File: src/rtl/bac_pkg.sv
`timescale 1ns/1ps
package bac_pkg;
  typedef enum logic [1:0] {
    WID_36  = 2'd0,
    WID_18  = 2'd1,
    WID_9   = 2'd2,
    WID_9B  = 2'd3
  } width_e;
endpackage

File: src/rtl/bac_counter.sv
`timescale 1ns/1ps
module bac_counter #(
  parameter int ADDR_W = 15
) (
  input  logic              clk,
  input  logic              rst_n,
  input  logic              stb_n,
  input  logic              en_n,
  input  logic [ADDR_W-1:0] ext_addr,
  output logic [ADDR_W-1:0] count
);
  always_ff @(posedge clk) begin
    if (!rst_n)
      count <= '0;
    else if (!en_n && !stb_n)
      count <= ext_addr;
    else if (!en_n && stb_n)
      count <= count + ADDR_W'(1);
  end
endmodule

File: src/rtl/bac_phase.sv
`timescale 1ns/1ps
module bac_phase (
  input  logic clk,
  input  logic rst_n,
  input  logic active,
  output logic second
);
  always_ff @(posedge clk) begin
    if (!rst_n)
      second <= 1'b0;
    else if (active)
      second <= ~second;
    else
      second <= 1'b0;
  end
endmodule

File: src/rtl/bac_rb_map.sv
`timescale 1ns/1ps
module bac_rb_map #(
  parameter int ADDR_W = 15,
  parameter int LANE_W = 9,
  parameter int LANES  = 4
) (
  input  logic                       drive,
  input  bac_pkg::width_e            width,
  input  logic                       second,
  input  logic [ADDR_W-1:0]          count,
  input  logic                       sub_word,
  input  logic                       sub_byte,
  output logic [LANE_W*LANES-1:0]    data,
  output logic [LANE_W*LANES-1:0]    oe
);
  localparam int DATA_W   = LANE_W * LANES;
  localparam int HALF_W   = DATA_W / 2;
  localparam int CNT_OFS  = 3;
  localparam int WORD_POS = 2;
  localparam int BYTE_POS = 1;
  localparam int LO_W     = LANE_W - CNT_OFS;
  localparam int HI_W     = ADDR_W - LO_W;

  always_comb begin
    data = '0;
    oe   = '0;
    if (drive) begin
      unique case (width)
        bac_pkg::WID_36: begin
          data[CNT_OFS +: ADDR_W] = count;
          oe = '1;
        end
        bac_pkg::WID_18: begin
          data[CNT_OFS +: ADDR_W] = count;
          data[WORD_POS]          = sub_word;
          oe[HALF_W-1:0]          = '1;
        end
        default: begin
          if (!second) begin
            data[HI_W-1:0] = count[ADDR_W-1:LO_W];
          end else begin
            data[CNT_OFS +: LO_W] = count[LO_W-1:0];
            data[WORD_POS]        = sub_word;
            data[BYTE_POS]        = sub_byte;
          end
          oe[LANE_W-1:0] = '1;
        end
      endcase
    end
  end
endmodule

File: src/rtl/burst_addr_ctr.sv
`timescale 1ns/1ps
module burst_addr_ctr #(
  parameter int ADDR_W = 15,
  parameter int LANE_W = 9,
  parameter int LANES  = 4
) (
  input  logic                    clk,
  input  logic                    cnt_rst_n,
  input  logic                    adr_stb_n,
  input  logic                    cnt_en_n,
  input  logic [ADDR_W-1:0]       ext_addr,
  input  logic                    is_read,
  input  logic                    oe_n,
  input  logic [1:0]              width_sel,
  input  logic                    sub_word,
  input  logic                    sub_byte,
  output logic [ADDR_W-1:0]       mem_addr,
  output logic [LANE_W*LANES-1:0] rb_data,
  output logic [LANE_W*LANES-1:0] rb_oe
);
  bac_pkg::width_e width;
  logic            readout;
  logic            narrow;
  logic            second;

  assign width   = bac_pkg::width_e'(width_sel);
  assign readout = cnt_rst_n & adr_stb_n & cnt_en_n & is_read & ~oe_n;
  assign narrow  = (width == bac_pkg::WID_9) || (width == bac_pkg::WID_9B);

  bac_counter #(.ADDR_W(ADDR_W)) u_cnt (
    .clk      (clk),
    .rst_n    (cnt_rst_n),
    .stb_n    (adr_stb_n),
    .en_n     (cnt_en_n),
    .ext_addr (ext_addr),
    .count    (mem_addr)
  );

  bac_phase u_phase (
    .clk    (clk),
    .rst_n  (cnt_rst_n),
    .active (readout & narrow),
    .second (second)
  );

  bac_rb_map #(.ADDR_W(ADDR_W), .LANE_W(LANE_W), .LANES(LANES)) u_map (
    .drive    (readout),
    .width    (width),
    .second   (second),
    .count    (mem_addr),
    .sub_word (sub_word),
    .sub_byte (sub_byte),
    .data     (rb_data),
    .oe       (rb_oe)
  );
endmodule

File: config.mk
export PLATFORM = sky130hd
export DESIGN_NAME = burst_addr_ctr
export DESIGN_NICKNAME = d
export VERILOG_FILES = /design/src/rtl/bac_pkg.sv /design/src/rtl/bac_counter.sv /design/src/rtl/bac_phase.sv /design/src/rtl/bac_rb_map.sv /design/src/rtl/burst_addr_ctr.sv
export SDC_FILE = /design/constraint.sdc
export NUM_CORES = 1
export LEC_CHECK = 0
export BUFFER_PORTS_ARGS = -buffer_cell sky130_fd_sc_hd__buf_2
export CAP_MARGIN = 10
export CORE_MARGIN = 2
export CORE_UTILIZATION = 38
export DETAILED_ROUTE_END_ITERATION = 16
export GPL_TIMING_DRIVEN = 1
export PLACE_DENSITY = 0.81
export SLEW_MARGIN = 20
export SYNTH_ARGS = -nofsm -noshare
export SYNTH_HDL_FRONTEND = slang
export SYNTH_HIERARCHICAL = 1
export SYNTH_SLANG_ARGS = --single-unit
File: constraint.sdc
create_clock -name clk -period 2.2 [get_ports clk]
set_input_delay 0.11 -clock clk [delete_from_list [all_inputs] [get_ports clk]]
set_output_delay 0.11 -clock clk [all_outputs]
set_load 0.01 [all_outputs]
==> flow_metrics.tcl <==
set metrics [dict create \
    start_util_pct 39.90 \
    drt_first_iter_violations 82 \
    critPathSlowestCell "or4_1" \
    rows 23 \
    skew_ns 0.001217 \
    ctsResizeCount 0 \
    drtAntennaViolNets 0 \
    async_flop_share_pct 0 \
    layout_commonest_cell "buf_2" \
    synthCells 210 \
    min_path_type "in2reg" \
    gp_congestion 0.9165 \
    wl_per_cell_um 13.54 \
    rsz0062_at_grt "false" \
    clockBufferDepth 2 \
    status "completed" \
    layout-drive-gt1-share_pct 42.22 \
    hold_buffers 0 \
    hold_violations 0 \
    synth_edf_count 0 \
    io_buffers 93 \
    ys_seq_area_share_pct 19.78 \
    cp-start-kind "register" \
    power.density_nw_per_um2 386.5 \
    holdWs_ns 0.1479 \
    yosysWarnings 6 \
    fin_nets 298 \
    critPathKind "reg2reg" \
    fillerInstances 409 \
    die-area_um2 4799 \
    vias_per_cell 5.156 \
    drt_first_pass_iters 4 \
    required_ns 2.34 \
    die_h_um 69.28 \
    post-cts-setup-buffers 0 \
    ios 112 \
    grt_overflow 0 \
    fin_crit_sh_pct 88.84 \
    place_hpwl_mm 3.314 \
    clock_sinks 16 \
    setup_violations 0 \
    yosys.area.top_type "buf_4" \
    finalWirelength_mm 4.333 \
    synthFlopType "dfxtp_1" \
    core-area_um2 4058 \
    grt_use_total_pct 17.00 \
    slew_headroom_pct 67.47 \
    synth_area_per_cell_um2 7.710 \
    cts_root_buf "clkbuf_8" \
    min_period_ns 1.954 \
    worstPathArrival_ns 2.10 \
    n_antenna_cell 0 \
    drc 0 \
    cts_tree "done" \
    ys_types 50 \
    grt_pass1_vias 1436 \
    ys_seq_elements 16 \
    clock.fmax_mhz 511.7 \
    vias 1650 \
    htree_num_levels 1 \
    clk-insertion-delay-late_ns 0.25 \
    tightest_slew_ns 0.4812 \
    die_w_um 69.28 \
    max_stage_delay_ns 0.51 \
    drv_cap 0 \
    fin_tns_setup_ns 0 \
    grt_max_degree 27 \
    numCtsBuffers 3 \
    slew_violations 0 \
    final_cell_mix "93 x buf_2, 18 x conb_1, 16 x dfxtp_1" \
    power_leakage_nw 1.011 \
    synthesis.area_um2 1619 \
    worstSetupEndpointType "register" \
    synthToLayoutAreaGrowth_pct 16.69 \
    crit_fanout 8 \
    crit_chain "ha_1, nand3_1, or4_1, and3_1, o31a_1" \
    antenna_found_initial 0 \
    synth_top_area_share_pct 24.57 \
    path_clk_slew_ns 0.06 \
    vdd_drop_max_uv 221.4 \
    yosys-top-cells-area "buf_4 25%, dfxtp_1 20%, mux2i_1 6.2%, and2_1 5.0%, nor2_1 3.0%" \
    grt_pass1_wl_mm 6.817 \
]
==> registers in the layout, indices dropped and copies added, names as in the netlist <==
register        cells
u_cnt/count        15
u_phase/second      1
==> layout make-up <==
cell class / instances / area, um^2 / share of cell area, %
multi-input combinational: 144 / 917.1 / 48.54
timing repair buffer: 101 / 525.5 / 27.81
sequential: 16 / 320.3 / 16.95
tap: 50 / 62.56 / 3.311
clock buffer: 3 / 41.29 / 2.185
inverter: 6 / 22.52 / 1.192
==> per-stage QoR <==
step | power (W) | cells | setup slack (ns) | area (um^2) | utilization [%]
2_1_floorplan | 0.0004730 | 227 | 0.03075 | 1688 | -
3_3_place_gp | 0.0005122 | 317 | 0.3383 | 1848 | 45.54
3_5_place_dp | 0.0005151 | 317 | 0.2869 | 1848 | 45.54
4_1_cts | 0.0007372 | 320 | 0.2521 | 1889 | 46.56
5_1_grt | 0.0007715 | 320 | 0.1020 | 1889 | 46.56
6_report | 0.0007303 | 320 | 0.2456 | 1889 | 46.56
==> power by group <==
part / total (W) / leakage (nW) / internal (W) / switching (W)
Sequential: 0.000335 / 0.131 / 0.000306 / 0.0000288
Clock: 0.000221 / 0.0216 / 0.000121 / 0.0000993
Combinational: 0.000175 / 0.858 / 0.0000757 / 0.0000990
Total: 0.000730 / 1.01 / 0.000503 / 0.000227
==> worst paths after layout <==
| path | startpoint | to | depth (start not counted) | slack (ns) |
|---|---|---|---|---|
| min reg2reg | u_cnt/count[13]$_SDFFE_PN0P_ | u_cnt/count[13]$_SDFFE_PN0P_ | 2 | 0.59 |
| max reg2reg | u_cnt/count[0]$_SDFFE_PN0P_ | u_cnt/count[14]$_SDFFE_PN0P_ | 5 | 0.25 |
| min | ext_addr[0] | u_cnt/count[0]$_SDFFE_PN0P_ | 3 | 0.15 |
| max | u_cnt/count[0]$_SDFFE_PN0P_ | u_cnt/count[14]$_SDFFE_PN0P_ | 5 | 0.25 |
==> cells in the mapped netlist (3+ instances only) <==
cell type and number:
buf_4 53, dfxtp_1 16, and2_1 13, nor2_1 13
nand2_1 12, mux2i_1 10, a21oi_1 8, clkbuf_1 8
nand3_1 7, inv_1 5, a22o_1 4, nor2b_1 4
nand2b_1 3, nor3_1 3, o21ai_0 3
==> logic make-up after synthesis <==
family,count (synthesis),synth area share [%]
compound gates,42,19.40
fa+ha+maj,1,0.7727
buf+inv,67,27.82
flops,16,19.78
mux,10,6.183
other cells,1,0.2316
simple gates,73,25.81
==> critical path: cells and delay by family (launching register included) <==
family / cells / cell delay (ns)
compound gates: 1 / 0.28
fa+ha+maj: 1 / 0.25
flops: 1 / 0.45
simple gates: 3 / 0.87
==> metal layers <==
metal | global-route usage (%) | vias to the layer above | part of all wire, %
met2 | 29.17 | 119 | 48
met5 | 0 | - | 0
li1 | - | 799 | -
met1 | 21.80 | 728 | 41
met4 | 4.139 | 0 | 0.99
met3 | 3.343 | 4 | 9.9
No activity file was read; power rests on OpenSTA's default activity.
